===== config.mk =====
export PLATFORM = sky130hd
export DESIGN_NAME = rstseq_ctrl
export DESIGN_NICKNAME = d
export VERILOG_FILES = /design/src/rtl/rstseq_ctrl.sv
export SDC_FILE = /design/constraint.sdc
export NUM_CORES = 1
export LEC_CHECK = 0
export BUFFER_PORTS_ARGS = -buffer_cell sky130_fd_sc_hd__clkbuf_2
export CAP_MARGIN = 20
export CELL_PAD_IN_SITES_DETAIL_PLACEMENT = 0
export CELL_PAD_IN_SITES_GLOBAL_PLACEMENT = 2
export CORE_AREA = 8 8 98 100
export DETAILED_ROUTE_END_ITERATION = 10
export DIE_AREA = 0 0 106 108
export GPL_ROUTABILITY_DRIVEN = 0
export PLACE_DENSITY_LB_ADDON = 0.1
export SETUP_SLACK_MARGIN = 0.2
export SLEW_MARGIN = 20
export SYNTH_ARGS = -nofsm -noshare
export SYNTH_HDL_FRONTEND = slang
export SYNTH_SLANG_ARGS = --single-unit

===== constraint.sdc =====
create_clock -name clk -period 2.7 [get_ports clk]
set_input_delay 0.27 -clock clk [delete_from_list [all_inputs] [get_ports clk]]
set_output_delay 0.27 -clock clk [all_outputs]
set_load 0.02 [all_outputs]

===== src/rtl/rstseq_ctrl.sv =====
module rstseq_ctrl #(
  parameter int QUAL_CYCLES = 20,
  parameter int ADDR_W = 24,
  parameter logic [ADDR_W-1:0] VEC_ADDR = '0
) (
  input  logic              clk,
  input  logic              cold_n,
  input  logic              main_rst_n,
  input  logic              man_rst_n,
  input  logic              wdt_req,
  input  logic              wdt_man_type,
  input  logic              cfg_we,
  input  logic              cfg_man_en,
  input  logic              vec_valid,
  input  logic [ADDR_W-1:0] vec_data,
  output logic              core_rst,
  output logic              periph_rst,
  output logic              prot_rst,
  output logic              vec_req,
  output logic [ADDR_W-1:0] vec_addr,
  output logic [ADDR_W-1:0] start_pc,
  output logic              core_run,
  output logic              exr_t,
  output logic              exr_i,
  output logic              ccr_i,
  output logic              man_en,
  output logic [1:0]        rst_cause
);
  localparam int CW = $clog2(QUAL_CYCLES + 1);
  localparam logic [CW-1:0] QMAX = CW'(QUAL_CYCLES);
  localparam logic [1:0] C_POR = 2'b00, C_MAN = 2'b01, C_WPOR = 2'b10, C_WMAN = 2'b11;

  typedef enum logic [1:0] {S_HOLD, S_FETCH, S_RUN} st_t;

  st_t state, n_state;
  logic is_por, n_por, from_wdt, n_wdt, pc_load, por_entry;
  logic [1:0] n_cause;
  logic m1, main_s, r1, man_s;
  logic [CW-1:0] por_cnt, man_cnt, hold_cnt;
  logic por_q, man_q;

  always_ff @(posedge clk or negedge cold_n)
    if (!cold_n) begin
      m1 <= 1'b0; main_s <= 1'b0; r1 <= 1'b1; man_s <= 1'b1;
    end else begin
      m1 <= main_rst_n; main_s <= m1; r1 <= man_rst_n; man_s <= r1;
    end

  always_ff @(posedge clk or negedge cold_n)
    if (!cold_n) begin
      por_cnt <= '0; man_cnt <= '0;
    end else begin
      if (main_s) por_cnt <= '0;
      else if (por_cnt != QMAX) por_cnt <= por_cnt + 1'b1;
      if (man_s) man_cnt <= '0;
      else if (man_cnt != QMAX) man_cnt <= man_cnt + 1'b1;
    end

  assign por_q = (por_cnt == QMAX);
  assign man_q = (man_cnt == QMAX) && main_s && man_en;

  always_comb begin
    n_state = state; n_por = is_por; n_wdt = from_wdt; n_cause = rst_cause;
    pc_load = 1'b0; por_entry = 1'b0;
    if (state == S_HOLD) begin
      if (!is_por && por_q) begin
        n_por = 1'b1; n_wdt = 1'b0; n_cause = C_POR; por_entry = 1'b1;
      end else if (from_wdt ? (hold_cnt == QMAX - 1'b1) : (is_por ? main_s : man_s))
        n_state = S_FETCH;
    end else if (por_q) begin
      n_state = S_HOLD; n_por = 1'b1; n_wdt = 1'b0; n_cause = C_POR; por_entry = 1'b1;
    end else if (man_q) begin
      n_state = S_HOLD; n_por = 1'b0; n_wdt = 1'b0; n_cause = C_MAN;
    end else if (wdt_req) begin
      n_state = S_HOLD; n_por = !wdt_man_type; n_wdt = 1'b1;
      n_cause = wdt_man_type ? C_WMAN : C_WPOR; por_entry = !wdt_man_type;
    end else if (state == S_FETCH && vec_valid) begin
      n_state = S_RUN; pc_load = 1'b1;
    end
  end

  always_ff @(posedge clk or negedge cold_n)
    if (!cold_n) begin
      state <= S_HOLD; is_por <= 1'b1; from_wdt <= 1'b0; rst_cause <= C_POR;
      start_pc <= '0;
    end else begin
      state <= n_state; is_por <= n_por; from_wdt <= n_wdt; rst_cause <= n_cause;
      if (pc_load) start_pc <= vec_data;
    end

  always_ff @(posedge clk or negedge cold_n)
    if (!cold_n) hold_cnt <= '0;
    else if (state != S_HOLD || !from_wdt) hold_cnt <= '0;
    else hold_cnt <= hold_cnt + 1'b1;

  always_ff @(posedge clk or negedge cold_n)
    if (!cold_n) man_en <= 1'b0;
    else if (por_entry) man_en <= 1'b0;
    else if (cfg_we && !(state == S_HOLD && is_por)) man_en <= cfg_man_en;

  always_ff @(posedge clk or negedge cold_n)
    if (!cold_n) begin
      exr_t <= 1'b0; exr_i <= 1'b0; ccr_i <= 1'b0;
    end else if (state == S_HOLD) begin
      exr_t <= 1'b0; exr_i <= 1'b1; ccr_i <= 1'b1;
    end

  assign core_rst   = (state == S_HOLD);
  assign periph_rst = (state == S_HOLD);
  assign prot_rst   = (state == S_HOLD) && is_por;
  assign vec_req    = (state == S_FETCH);
  assign vec_addr   = VEC_ADDR;
  assign core_run   = (state == S_RUN);

  assert_por_all_domains_R1: assert property (@(posedge clk) disable iff (!cold_n)
    prot_rst |-> core_rst && periph_rst);
  assert_manual_spares_prot_R2: assert property (@(posedge clk) disable iff (!cold_n)
    core_rst && rst_cause[0] |-> !prot_rst);
  assert_pin_qualified_R3: assert property (@(posedge clk) disable iff (!cold_n)
    $rose(core_rst) && rst_cause == C_POR |-> $past(por_cnt == QMAX));
  assert_wdt_origin_R4: assert property (@(posedge clk) disable iff (!cold_n)
    $rose(core_rst) && rst_cause[1] |-> $past(wdt_req));
  assert_req_held_R5: assert property (@(posedge clk) disable iff (!cold_n)
    vec_req && !vec_valid |=> vec_req || core_rst);
  assert_pc_from_vector_R5: assert property (@(posedge clk) disable iff (!cold_n)
    $rose(core_run) |-> $past(vec_valid) && $past(vec_req) && start_pc == $past(vec_data));
  assert_start_flags_R6: assert property (@(posedge clk) disable iff (!cold_n)
    $rose(core_run) |-> !exr_t && exr_i && ccr_i);
  assert_enable_cleared_R7: assert property (@(posedge clk) disable iff (!cold_n)
    core_rst && !rst_cause[0] |-> !man_en);
endmodule


==> reports/qor.csv, run 1 <==
metric,value,unit
crit path launch type,register,
"count leader, synth",dfrtp_1,
Worst EP arrival,2.52,ns
worst hold margin,0.04247,ns
DRT iter0 DRCs,41,
initial antenna violation count,0,
Ports,92,
synth warn,0,
endpoints failing setup,0,
Max Root-Sink Buffers,2,
storage element area,0.001255,mm^2
"Core Util, Final",34.78,%
per-cell routed wire length,14.35,um
reg2reg start,por_cnt[0],
Worst Setup End Kind,register,
Fill cells,833,
Power per Cell Area,966.7,mW/mm^2
largest net degree at the start of global routing,51,
worst r2r path cells,7,
post-DP HPWL,3881,um
multi-input logic area,928.4,um^2
final setup TNS,0,ns
number of synthesized flops with an enable pin,0,
synthesized area,0.002369,mm^2
CP max FO,24,
drt drc,0,
worst vdd ir,0.0005469,V
overall routed net length,5193,um
H-tree lvl count,2,
Die Y,108,um
vias in the first global route,1596,
Met1 Wirelength,2443,um
Slew headroom,57.13,%
Synth cell types,34,
Setup Skew,0.007644,ns
outcome,"finished, final reports clean",
share of layout cells above drive strength 1,38.91,%
Port Buffers,66,
dominant cell type by area after synthesis,dfrtp_1,
DP Area,0.002686,mm^2
Yosys reg bits,50,
GR Overflow Total,0,
worst skew pair latency,0.30,ns
Tot GR Track Use,9.191,%
total number of vias,1489,
drt pass-1 iters,4,
met2 routed WL,2144,um
overall power,2.707,mW
Starting Density,29.42,%
core area,0.008051,mm^2
Synth Flop Type,dfrtp_1,
FF-to-FF End,start_pc[2],
clock transition at the registers of the reported paths,0.09,ns
Final Slew Violations,0,
vias per inst,4.113,
leakage power,1.481,nW
clock buffer count from CTS,5,
number of antenna diodes,0,
maxcap violations,0,
hold crit path type,in2reg,
Hold Path Depth,1,
min cycle time layout,2.341,ns
FF-to-FF setup slack,0.36,ns
Clock Sinks,50,
die width,106,um
CP startpoint,por_cnt[0],
layout net count,294,
worst hold path startpoint,man_rst_n,
"Design Area, Final",0.002800,mm^2
Worst-Margin Slew,0.6431,ns
CTS tree,built,
RSZ-0062 raised after global routing,false,
Final Hold Fails,0,
post-synth top area share,49.66,%
synth-to-layout area growth,18.23,%
highest clock rate,427.2,MHz
asr flop ratio synth,100.0,%
first-pass GRT wire length,8404,um
Final Cycle Share,86.69,%
average cell area after synthesis,12.47,um^2
Critical Path RT,2.88,ns
top layer in use,met4,
die area,0.01145,mm^2
Crit Path Class,reg2reg,
sequential share of the synthesized area,52.98,%
hold endpoint,r1,
Post-Syn Instances,190,
row count,33,
Synth top cells by count,"47 x dfrtp_1, 28 x buf_4, 20 x mux2_4",
"top cells by area, synth","dfrtp_1 50%, mux2_4 13%, buf_4 8.9%",
Root Buffer,clkbuf_8,
post-route ant nets,0,
wire length on met3,584,um
[state kept, by name (all words and copies together) (netlist names), 2 cells and up]
register / count
start_pc: 24
hold_cnt: 5
man_cnt: 5
por_cnt: 5
rst_cause: 2
state: 2
[where the power goes]
| group | switching, mW | internal (mW) | leakage [nW] |
|---|---|---|---|
| Sequential | 0.174 | 0.996 | 0.621 |
| Clock | 0.248 | 0.277 | 0.0514 |
| Combinational | 0.564 | 0.448 | 0.809 |
[metal layers]
metal / global-route usage (%) / vias to the layer above
met2: 12.65 / 64
met5: 0 / -
met3: 4.997 / 2
li1: - / 715
met1: 12.06 / 708
met4: 2.714 / 0
[cell families (layout without fill, tap and decap cells)]
kind of cell,after synthesis,in the layout,synth area share [%]
other,1,25,0.1583
AND/OR/NAND/NOR,42,42,8.928
AO/OA/AOI/OAI,16,16,4.120
adder cells (fa/ha/maj),5,5,2.641
multiplexers,27,27,15.85
buffers and inverters,39,82,11.62
flip-flops,50,50,52.98
XOR/XNOR,10,10,3.698
[placed cells by master (no fill, tap or decap), drive strengths merged, types with 4 or more instances in the layout]
cell	instances
a21oi	5
clkbuf	72
conb	25
dfrtp	47
ha	5
inv	5
mux2	24
nand2	4
nand3	6
nor2	17
nor3	4
o21ai	5
xor2	7
[timing repair]
item                       4_1_cts  5_1_grt
setup buffers                    0        0
resized for setup                0        1
hold buffers                     0        0
setup endpoints to repair        0       24
[final cells by class]
type,instances,share of cell area (%)
inverters,5,0.6702
well taps,105,4.692
clock inverters,2,1.340
repair buffers,69,12.73
multi-input cells,125,33.15
flip-flops and latches,50,44.82
clock buffers,6,2.592
[how the worst max path moves through the flow]
stage                   end  slack [ns]  cells after the start
5_1_grt         start_pc[2]        0.21                      7
4_1_cts         start_pc[2]        0.25                      7
6_report        start_pc[2]        0.36                      7
2_1_floorplan  start_pc[10]        0.35                      9
3_3_place_gp   start_pc[23]        0.31                      7
3_5_place_dp    start_pc[2]        0.26                      7
[critical path, stage by stage (launching register included)]
cell	delay, ns
dfrtp_1	0.40
inv_1	0.08
ha_1	0.21
and4b_1	0.25
a311o_1	0.35
or3_1	0.38
buf_6	0.21
mux2_1	0.33
[per-stage QoR]
stage / setup slack (ns) / cells
global route: 0.2083 / 362
finish: 0.3593 / 362
detailed placement: 0.2649 / 354
floorplan: 0.3482 / 214
CTS: 0.2492 / 362
global placement: 0.3091 / 354
(Power assumes the default switching activity.)
==> run 2: changes to the inputs <==
CORE_AREA = 8 8 103 105   (was 8 8 98 100)
DIE_AREA = 0 0 111 113   (was 0 0 106 108)
clock period = 1.95 ns   (was 2.7 ns; I/O delays follow)
==> run 2 against run 1 <==
The flow now finishes with violations (setup timing). Sequential power rose by 39%. Highest routed layer unchanged. Non-clock buffer count rose by 22. Fmax rose by 9.6%. Sequential share of layout area fell by 3.8 points. Clock-buffer cell count rose by 2. Sequential cell count did not move. Worst hold slack improved by 0.064 ns. First-iteration DRC count fell by 32%. Clock skew fell by 0.00076 ns. Setup slack got worse by 0.55 ns. Die area rose by 9.6%.
==> reports/qor.csv, run 2 (synthesized netlist as in run 1, its figures left out) <==
metric,value,unit
row count,35,
"commonest cells after routing, fill and taps aside","66 x clkbuf_2, 47 x dfrtp_1, 25 x conb_1",
outcome,finished with violations,
endpoints failing setup,24,
drt drc,0,
Clock Sinks,50,
Worst-Margin Slew,0.6828,ns
CTS tree,built,
Critical Path RT,2.14,ns
Final Hold Fails,0,
Slew headroom,54.48,%
layout net count,316,
synth-to-layout area growth,29.21,%
Final WS setup,-0.1859,ns
H-tree lvl count,2,
overall routed net length,5496,um
total number of vias,1559,
GR Overflow Total,0,
initial antenna violation count,0,
CP max FO,12,
first-pass GRT wire length,9087,um
Final Cycle Share,109.5,%
Tot GR Track Use,8.820,%
maxcap violations,0,
vias in the first global route,1811,
post-route ant nets,0,
Ports,92,
Port Buffers,66,
Biggest register,start_pc,
crit path launch type,register,
Placed Cells incl. Taps,376,
Root Buffer,clkbuf_8,
DRT iter0 DRCs,28,
min cycle time layout,2.136,ns
"Design Area, Final",0.003060,mm^2
Starting Density,26.38,%
failing checks,setup timing,
worst skew pair latency,0.30,ns
die area,0.01254,mm^2
share of layout cells above drive strength 1,46.95,%
highest clock rate,468.2,MHz
Finished Layout Cells,390,
clock buffer count from CTS,5,
critical path's largest stage delay,0.39,ns
number of antenna diodes,0,
per-cell routed wire length,14.09,um
"most common cell after layout, fill and taps aside",clkbuf_2,
Final Slew Violations,0,
worst vdd ir,0.0003919,V
Worst Setup End Kind,register,
Setup Skew,0.006887,ns
post-DP HPWL,4077,um
hold crit path type,in2reg,
drt pass-1 iters,4,
core area,0.008977,mm^2
worst path cell trace,"inv_2, ha_4, and4b_1, a311o_1, or3_4, buf_12, mux2_1",
Power per Cell Area,1251,mW/mm^2
Worst EP arrival,2.32,ns
max reg flops,24,
leakage power,1.624,nW
die width,111,um
clock transition at the registers of the reported paths,0.09,ns
Die Y,113,um
DP Area,0.002829,mm^2
Crit Path Class,reg2reg,
vias per inst,3.997,
Critical-path top delay cell,or3_4,
Max Root-Sink Buffers,2,
RSZ-0062 raised after global routing,true,
largest net degree at the start of global routing,26,
run 2: per-stage QoR:
step           setup WS [ns]  utilization (%)  total power, mW  hold slack (ns)  TNS [ns]
6_report             -0.1859            34.09            3.828           0.1060    -4.199
5_1_grt              -0.2380            34.09            4.073          0.08943    -5.501
4_1_cts              -0.1912            33.63            3.855          0.09143    -4.295
3_5_place_dp         -0.2195            31.51            3.101           0.2725    -4.726
3_3_place_gp         -0.1991            31.51            3.104           0.2773    -4.457
2_1_floorplan        -0.3239                -            2.620          -0.1006    -7.241
run 2: power breakdown:
| group | switching (mW) | leakage, nW | internal [mW] | total [mW] |
|---|---|---|---|---|
| combinational | 0.797 | 0.946 | 0.695 | 1.49 |
| sequential | 0.250 | 0.621 | 1.38 | 1.63 |
| clock | 0.348 | 0.0575 | 0.359 | 0.707 |
run 2: worst paths after layout:
path                             start            to  slack, ns  cells after the start
setup reg to reg            man_cnt[0]   start_pc[2]      -0.19                      7
min in group asynchronous       cold_n  rst_cause[1]       0.46                      2
setup / recovery            man_cnt[0]   start_pc[2]      -0.19                      7
max in group asynchronous       cold_n   start_pc[1]       0.82                      3
hold reg to reg                     m1        main_s       0.36                      0
hold / removal             vec_data[2]   start_pc[2]       0.11                      2
run 2: metal layers:
layer / track usage (%) / wire [um]
met2: 14.47 / 2548
met1: 10.06 / 2459
met3: 3.492 / 414
met5: 0 / 0
met4: 3.514 / 74
run 2: layout make-up:
class	instances	area (um^2)
Fill cell	927	5917
Sequential cell	50	1255
Multi-Input combinational cell	125	975.9
Timing Repair Buffer	91	561.8
Tap cell	111	138.9
Clock buffer	8	110.1
Inverter	5	18.77
run 2: critical path: cells and delay by family, from the launching register on:
kind,cells,cell delay [ns]
and+or+nand+nor,2,0.59
adders and majority gates,1,0.15
muxes,1,0.30
DFF,1,0.36
buffers and inverters,2,0.23
AOI/OAI and AO/OA,1,0.38
run 2: repair_timing:
item	CTS	global route
gates resized for setup	4	8
gates cloned	1	0
pin swaps	0	2
hold buffers	3	0
setup endpoints to repair	26	29
endpoints found under the hold margin	22	0
buffers inserted	1	1
==> run 3: changes to the inputs <==
GPL_TIMING_DRIVEN = 0   (was unset)
==> run 3 against run 2 <==
Sequential power about the same. Final area increased by 16%. Clock skew increased by 0.0047 ns. Register-to-register slack got worse by 0.18 ns. The flow still finishes with violations (setup timing). Clock power decreased by 9.6%. Critical path type unchanged. Setup slack got worse by 0.18 ns.
==> reports/qor.csv, run 3 (synthesized netlist as in run 1, its figures left out) <==
metric,value,unit
final setup TNS,-8.929,ns
CP max FO,5,
Worst Setup End Kind,register,
share of layout cells above drive strength 1,55.86,%
overall routed net length,5851,um
"Design Area, Final",0.003548,mm^2
die width,111,um
Worst-Margin Slew,0.4850,ns
vias in the first global route,1901,
global routing usage on met3,2.963,%
clock buffer count from CTS,5,
DRT iter0 DRCs,14,
failing checks,setup timing,
hold crit path type,in2reg,
RSZ-0062 raised after global routing,true,
Worst EP arrival,2.50,ns
largest net degree at the start of global routing,27,
leakage power,1.908,nW
crit path launch type,register,
max reg flops,24,
Final Hold Fails,0,
layout net count,361,
die area,0.01254,mm^2
Internal Pwr Total,2.498,mW
Critical Path RT,2.14,ns
min cycle time layout,2.314,ns
synth-to-layout area growth,49.81,%
Flop pwr share,41.2,%
overall power,3.929,mW
endpoints failing setup,25,
per-cell routed wire length,13.45,um
Port Buffers,66,
CTS tree,built,
row count,35,
worst skew pair latency,0.30,ns
worst r2r path cells,9,
DP Area,0.002967,mm^2
Crit Path Class,reg2reg,
Switching Share,36.41,%
total number of vias,1723,
Setup Skew,0.01156,ns
initial antenna violation count,0,
drt pass-1 iters,4,
highest clock rate,432.1,MHz
"commonest cells after routing, fill and taps aside","65 x clkbuf_2, 47 x dfrtp_1, 46 x buf_4",
Power per Cell Area,1107,mW/mm^2
Slew headroom,67.33,%
post-route ant nets,0,
drt drc,0,
number of antenna diodes,0,
maxcap violations,0,
worst path cell trace,"inv_2, ha_4, and4b_1, buf_6, a311o_1, or3_4, buf_12, buf_12, mux2_4",
core area,0.008977,mm^2
Root Buffer,clkbuf_8,
vias per inst,3.961,
Final Slew Violations,0,
met1 GRT Util,10.75,%
GRT Max-Usage Layer,met2,
Biggest register,start_pc,
Starting Density,26.38,%
Hold Path Depth,2,
outcome,finished with violations,
Bufs and invs on worst path,4,
Ports,92,
Final WS setup,-0.3644,ns
Max Root-Sink Buffers,2,
GR Overflow Total,0,
"CP delay by family, top",simple AND/OR/NAND/NOR gates,
Final Cycle Share,118.7,%
H-tree lvl count,2,
"most common cell after layout, fill and taps aside",clkbuf_2,
critical path's largest stage delay,0.38,ns
clock transition at the registers of the reported paths,0.10,ns
Comb pwr share,42.6,%
Clock Sinks,50,
grt met2 use,15.90,%
worst vdd ir,0.0004768,V
clock share of power,16.3,%
Setup Slack @ Placement,-0.5164,ns
Die Y,113,um
Switch Pwr,1.430,mW
first-pass GRT wire length,9494,um
Critical-path top delay cell,a311o_1,
Crit. path cell count,9,
critical path's most frequent cell,buf_12,
Tot GR Track Use,9.287,%
post-DP HPWL,4067,um
-- run 3: changes by cell type in the layout (fill, tap and decap cells not counted), sizes merged --
cell / before / now
buf: 22 / 65
clkinv: 0 / 1
clkbuf: 74 / 75
-- run 3: power by group through the flow --
stage	logic (mW)	registers, mW	clock network, mW
after floorplan	0.720	1.90	0
after global placement	1.49	1.62	0
after detailed placement	1.51	1.62	0
after CTS	1.63	1.61	0.683
after global routing	1.81	1.67	0.712
final	1.67	1.62	0.639
-- run 3: final timing paths --
kind | from | to | slack [ns]
max reg2reg | man_cnt[0] | start_pc[10] | -0.36
min reg2reg | r1 | man_s | 0.35
max | man_cnt[0] | start_pc[10] | -0.36
min | vec_data[14] | start_pc[14] | 0.11
max in group asynchronous | cold_n | is_por | 1.05
min in group asynchronous | cold_n | por_cnt[4] | 0.36
-- run 3: metrics by stage --
step,instances,hold WS [ns],util (%)
global placement,391,0.2841,32.79
detailed placement,392,0.1744,33.05
floorplan,214,-0.1006,-
global route,435,0.09924,39.53
finish,435,0.1147,39.53
CTS,427,0.1017,37.78
-- run 3: what timing repair did --
item | in CTS | in global routing
endpoints found under the hold margin | 25 | 0
gates cloned | 2 | 0
pin swaps | 7 | 10
buffers inserted | 22 | 8
setup endpoints to repair | 29 | 30
hold buffers | 3 | 0
resized for setup | 17 | 23
-- run 3: layout make-up --
class                           instances  area (um^2)
Fill cell                             908         5429
Sequential cell                        50         1255
Multi-Input combinational cell        125         1028
Timing Repair Buffer                  102        716.9
Buffer                                 34        299.0
Tap cell                              111        138.9
Clock buffer                            7        86.33
Inverter                                5        18.77
Clock inverter                          1        5.005
-- run 3: per-layer routing --
metal | share of wire, % | up-vias | wire length [um]
li1 | - | 849 | -
met1 | 44 | 811 | 2564
met2 | 49 | 58 | 2873
met3 | 5.8 | 5 | 337
met4 | 1.3 | 0 | 76
met5 | 0 | - | 0
-- run 3: worst register-to-register path, delay by kind of cell, from the launching register on --
kind            cells  cell delay (ns)
simple gates        2             0.54
buf+inv             4             0.46
compound gates      1             0.38
flops               1             0.37
mux                 1             0.29
fa+ha+maj           1             0.15
